$ cat src/rtl/dcs_pkg.sv
package dcs_pkg;
  typedef enum logic [0:0] {
    ST_IDLE  = 1'b0,
    ST_SWEEP = 1'b1
  } dcs_state_e;
endpackage

$ cat src/rtl/dcs_settle_timer.sv
module dcs_settle_timer #(
  parameter int SETTLE_CYC = 100000
) (
  input  logic clk,
  input  logic rst,
  input  logic run_i,
  output logic last_o
);
  localparam int CW = (SETTLE_CYC > 1) ? $clog2(SETTLE_CYC) : 1;
  localparam logic [CW-1:0] LAST_V = CW'(SETTLE_CYC - 1);

  logic [CW-1:0] cnt_q;

  assign last_o = run_i && (cnt_q == LAST_V);

  // Counter restarts at every trial boundary and idles at zero.
  always_ff @(posedge clk) begin
    if (rst || !run_i || last_o) cnt_q <= '0;
    else                         cnt_q <= cnt_q + 1'b1;
  end
endmodule

$ cat src/rtl/dcs_pat_eval.sv
module dcs_pat_eval #(
  parameter int PAT_W = 12,
  parameter int SEL_W = 4
) (
  input  logic             valid_i,
  input  logic [PAT_W-1:0] pat_i,
  output logic             accept_o,
  output logic             tap_ok_o,
  output logic [SEL_W-1:0] phase_o
);
  localparam int IW = $clog2(PAT_W);

  logic [IW-1:0] top_idx;
  logic          any_low;

  // Trial acceptance: valid, non-empty, not saturated at the two top taps.
  assign accept_o = valid_i && (pat_i != '0) && !(pat_i[PAT_W-1] && pat_i[PAT_W-2]);

  // Highest set tap in the search range (topmost bit excluded).
  always_comb begin
    top_idx = '0;
    any_low = 1'b0;
    for (int i = 0; i <= PAT_W - 2; i++) begin
      if (pat_i[i]) begin
        top_idx = IW'(i);
        any_low = 1'b1;
      end
    end
  end

  assign tap_ok_o = any_low && (top_idx != '0);
  assign phase_o  = SEL_W'(top_idx >> 1) + SEL_W'(1);
endmodule

$ cat src/rtl/dly_cal_seq.sv
module dly_cal_seq #(
  parameter int UNIT_W     = 7,
  parameter int PAT_W      = 12,
  parameter int SEL_W      = 4,
  parameter int SWEEP_SEL  = 12,
  parameter int SETTLE_CYC = 100000
) (
  input  logic             clk,
  input  logic             rst,
  input  logic             start_i,
  input  logic             disable_i,
  input  logic             len_valid_i,
  input  logic [PAT_W-1:0] len_pat_i,
  output logic             line_en_o,
  output logic             samp_en_o,
  output logic [UNIT_W-1:0] unit_o,
  output logic [SEL_W-1:0] phase_o,
  output logic             busy_o,
  output logic             done_o,
  output logic             err_o
);
  import dcs_pkg::*;

  localparam logic [UNIT_W-1:0] UNIT_LAST = {UNIT_W{1'b1}};
  localparam logic [SEL_W-1:0]  SEL_SWEEP = SEL_W'(SWEEP_SEL);

  dcs_state_e       state_q;
  logic             judge;
  logic             accept;
  logic             tap_ok;
  logic [SEL_W-1:0] phase_calc;

  dcs_settle_timer #(.SETTLE_CYC(SETTLE_CYC)) u_timer (
    .clk    (clk),
    .rst    (rst),
    .run_i  (state_q == ST_SWEEP),
    .last_o (judge)
  );

  dcs_pat_eval #(.PAT_W(PAT_W), .SEL_W(SEL_W)) u_eval (
    .valid_i  (len_valid_i),
    .pat_i    (len_pat_i),
    .accept_o (accept),
    .tap_ok_o (tap_ok),
    .phase_o  (phase_calc)
  );

  assign busy_o = (state_q == ST_SWEEP);

  always_ff @(posedge clk) begin
    if (rst) begin
      state_q   <= ST_IDLE;
      line_en_o <= 1'b0;
      samp_en_o <= 1'b0;
      unit_o    <= '0;
      phase_o   <= '0;
      done_o    <= 1'b0;
      err_o     <= 1'b0;
    end else begin
      done_o <= 1'b0;
      err_o  <= 1'b0;
      if (disable_i) begin
        state_q   <= ST_IDLE;
        line_en_o <= 1'b0;
        samp_en_o <= 1'b0;
        unit_o    <= '0;
        phase_o   <= '0;
      end else begin
        unique case (state_q)
          ST_IDLE: begin
            if (start_i) begin
              state_q   <= ST_SWEEP;
              line_en_o <= 1'b1;
              samp_en_o <= 1'b1;
              unit_o    <= '0;
              phase_o   <= SEL_SWEEP;
            end
          end
          ST_SWEEP: begin
            if (judge) begin
              if (accept && tap_ok) begin
                state_q   <= ST_IDLE;
                samp_en_o <= 1'b0;
                phase_o   <= phase_calc;
                done_o    <= 1'b1;
              end else if (accept || (unit_o == UNIT_LAST)) begin
                state_q   <= ST_IDLE;
                line_en_o <= 1'b0;
                samp_en_o <= 1'b0;
                unit_o    <= '0;
                phase_o   <= '0;
                err_o     <= 1'b1;
              end else begin
                unit_o <= unit_o + 1'b1;
              end
            end
          end
          default: state_q <= ST_IDLE;
        endcase
      end
    end
  end
endmodule

$ cat config.mk
export PLATFORM = sky130hd
export DESIGN_NAME = dly_cal_seq
export DESIGN_NICKNAME = d
export VERILOG_FILES = /design/src/rtl/dcs_pkg.sv /design/src/rtl/dcs_settle_timer.sv /design/src/rtl/dcs_pat_eval.sv /design/src/rtl/dly_cal_seq.sv
export SDC_FILE = /design/constraint.sdc
export NUM_CORES = 1
export LEC_CHECK = 0
export ABC_AREA = 1
export BUFFER_PORTS_ARGS = -buffer_cell sky130_fd_sc_hd__buf_2
export CAP_MARGIN = 20
export CORE_ASPECT_RATIO = 1.5
export CORE_MARGIN = 8
export CORE_UTILIZATION = 40
export DETAILED_ROUTE_END_ITERATION = 6
export SYNTH_ARGS = -nofsm -noshare
export SYNTH_HDL_FRONTEND = slang
export SYNTH_HIERARCHICAL = 1
export SYNTH_SLANG_ARGS = --single-unit
$ cat constraint.sdc
create_clock -name clk -period 1.8 [get_ports clk]
set_clock_uncertainty 0.1 [all_clocks]
set_input_delay 0.36 -clock clk [delete_from_list [all_inputs] [get_ports clk]]
set_output_delay 0.36 -clock clk [all_outputs]
set_load 0.05 [all_outputs]
==> impl_metrics.py <==
metrics = {
    "run_status": {
        "outcome": "complete, no violations",
    },
    "layout": {
        "drive_gt1_share_pct": 33.0,
        "fin_cells": 405,
        "seqCellArea_um2": 664,
        "nets": 358,
        "diodes": 0,
        "synthToLayoutAreaGrowth_pct": 30.3,
        "multiInputGateArea_um2": 1140,
        "nFillCells": 484,
    },
    "setup_path": {
        "r2r_start": "u_timer/cnt_q[1]$_SDFF_PP0_",
        "cp.required_ps": 1930,
        "cp-end-kind": "flip-flop",
        "crit_buf_inv": 1,
        "ff2ff_setup_slack_ps": 20,
        "worstSetupStartpointType": "flip-flop",
        "cp_slowest_cell": "dfxtp_2",
        "timing_worst_setup_path_type": "flip-flop to flip-flop",
        "reg2reg_to": "unit_o[5]$_SDFFE_PP0P_",
        "cp_max_fo": 7,
        "cp_common_cell": "nand2_4",
        "cp_top_family": "simple AND/OR/NAND/NOR gates",
        "max_stage_delay_ps": 360,
        "cp_cell_sequence": "ha_4 -> nand2_4 -> nor2_4 -> nand3_4 -> nor2_4 -> inv_2 -> nand2_4 -> nand2_4 -> nor2_8 -> nand4_1 -> nand2_1 -> nand2_1 -> nor2_1",
        "startpoint": "u_timer/cnt_q[1]$_SDFF_PP0_",
        "r2r_cells": 13,
        "critPathArrivalTime_ps": 1910,
    },
    "floorplan": {
        "die_w_um": 72.4,
        "core_um2": 4690,
        "rows": 31,
        "die_y_um": 101,
        "ios": 33,
        "dieArea_um2": 7280,
        "initial_utilization_pct": 40.6,
    },
    "placed_design": {
        "dpl.cell_count": 396,
        "port_buffers": 32,
        "hpwl_mm": 3.41,
        "place.gp.congestion": 0.853,
        "post-place-ws_ps": -49.9,
    },
    "clocking": {
        "h-tree-depth": 2,
        "cts_root_buf": "clkbuf_8",
        "cts_buffer_depth": 2,
        "cts.sink_count": 33,
        "cts.clk_slew.worst_paths_ps": 70,
        "cts_tree": "yes",
        "insertion_delay_ps": 280,
        "numCtsBuffers": 5,
    },
    "detailed_routing": {
        "drc": 0,
        "wl_per_cell_um": 10.4,
        "drtPass1Iterations": 4,
        "totalWireLength_mm": 4.19,
        "drt_iter0_drc": 122,
        "dr_total_vias": 1787,
        "vias_per_cell": 4.41,
        "antenna_left": 0,
    },
    "logic_synthesis": {
        "synth_cell_types": 28,
        "synth_fp_nets": 296,
        "synth-async-reset-ratio_pct": 0,
        "synth_top_flop_cell": "dfxtp_1",
        "syn_avg_cell_area_um2": 6.91,
        "synth_edf_count": 0,
        "ys_seq_area_share_pct": 34.6,
        "synth.ff_latch_count": 33,
        "netlist_area_um2": 1910,
        "netlist_instances": 276,
        "yosysWarnings": 6,
    },
    "grt": {
        "grt_pass1_wl_mm": 7.38,
        "overflow": 0,
        "track_usage_pct": 12.8,
        "top_usage_layer": "met2",
        "antenna_found_initial": 0,
        "use_met2_pct": 23.9,
        "use_met1_pct": 12.5,
        "grt_max_degree": 11,
        "first_global_vias": 1779,
        "grt_use_met3_pct": 3.39,
    },
    "sta": {
        "rsz0062_at_grt": "yes",
        "slew_violations": 0,
        "fin_ws_ps": 21.9,
        "hold_viol": 0,
        "period_minus_slack_ps": 1780,
        "max_freq_mhz": 562,
        "period_share_pct": 98.8,
        "setup_violations": 0,
    },
    "worst_hold_path": {
        "hp-start": "start_i",
        "hold_path_depth": 3,
        "holdPathEnd": "line_en_o$_SDFFE_PP0P_",
        "hold_path.class": "primary input to flip-flop",
    },
    "power": {
        "cellPowerDensity_nw_per_um2": 604,
        "power_leakage_nw": 1.07,
        "irDropWorstVdd_uv": 457,
    },
    "run": {
        "max_cap_viol_count": 0,
    },
}
-- cell usage in the layout (no fill, tap or decap), types with 2 or more instances in the layout --
cell type / n
nand2_1: 64
nor2_1: 52
inv_1: 37
buf_2: 32
dfxtp_1: 30
buf_4: 26
nand3_1: 14
nor2_2: 12
nand2_4: 8
xor2_1: 8
nand4_1: 7
clkbuf_8: 5
a21oi_1: 4
nand2_2: 4
inv_2: 3
dfxtp_2: 3
nor2_4: 3
nand3_2: 2
nor2_8: 2
xor2_2: 2
nor3_2: 2
ha_1: 2
clkinv_2: 2
o21ai_0: 2
xnor2_1: 2
-- synth_stat cells, drive strengths merged (2+ instances only) --
cell,number,share of area [%]
a21oi,5,1.5
buf,3,1.6
dfxtp,33,35
ha,3,2.0
inv,41,8.3
nand2,77,18
nand3,17,5.2
nand4,7,2.3
nor2,69,17
nor3,2,1.0
o21ai,3,1.4
xnor2,2,0.92
xor2,10,4.6
-- cell families after synthesis --
| family | Yosys count | share of synthesized area, % |
|---|---|---|
| buffers and inverters | 44 | 9.91 |
| xor gates and xnor gates | 12 | 5.51 |
| adders and majority gates | 3 | 1.97 |
| and+or+nand+nor | 173 | 44.2 |
| other | 1 | 0.197 |
| DFF | 33 | 34.6 |
| AOI/OAI and AO/OA | 10 | 3.61 |
-- worst max path at each step --
stage / to / slack, ps / cells past startpoint
final: unit_o[5]$_SDFFE_PP0P_ / 20 / 13
after global routing: unit_o[5]$_SDFFE_PP0P_ / -90 / 13
after CTS: unit_o[4]$_SDFFE_PP0P_ / 7 / 12
after detailed placement: unit_o[5]$_SDFFE_PP0P_ / -50 / 12
after global placement: unit_o[5]$_SDFFE_PP0P_ / 6 / 12
after floorplan: unit_o[4]$_SDFFE_PP0P_ / 2 / 12
-- stage by stage --
stage          TNS, ps  cell area [um^2]  util [%]  hold WS, ps  power [mW]
3_3_place_gp         0              2330      49.6          349       0.965
3_5_place_dp      -265              2330      49.6          355       0.966
2_1_floorplan        0              1930         -          318       0.906
5_1_grt           -612              2480      52.9          292        1.57
4_1_cts              0              2420      51.5          282        1.51
6_report             0              2480      52.9          298        1.50
-- sequential cells by signal, indices dropped and copies added (netlist names) --
register	count
samp_en_o	1
err_o	1
busy_o	1
line_en_o	1
unit_o	7
done_o	1
u_timer/cnt_q	17
phase_o	4
-- power by group --
part	switching (mW)	internal [mW]	leakage [nW]
Sequential	0.00683	0.741	0.268
Combinational	0.136	0.0761	0.759
Clock	0.272	0.268	0.0450
-- timing repair --
item | in CTS | in global routing
setup endpoints to repair | 7 | 13
hold buffers | 0 | 0
pin swaps | 1 | 5
resized for setup | 0 | 15
setup buffers | 1 | 0
-- layer usage --
metal,part of all wire (%),up-vias
met5,0,-
met4,3.1,0
met3,3.2,11
met2,54,34
met1,40,785
li1,-,957
-- layout make-up --
type	instances	area share, %
clock buffers	6	2.92
clock inverters	2	0.403
inverters	41	6.39
multi-input cells	199	45.9
flip-flops and latches	33	26.7
well taps	66	3.32
repair buffers	58	14.3
-- worst register-to-register path, delay by kind of cell, from the launching register on --
kind | cells | cell delay, ps
AND/OR/NAND/NOR | 11 | 1060
flip-flops | 1 | 360
adder cells (fa/ha/maj) | 1 | 150
buffers and inverters | 1 | 60
Power figures use the tool's default switching activity.
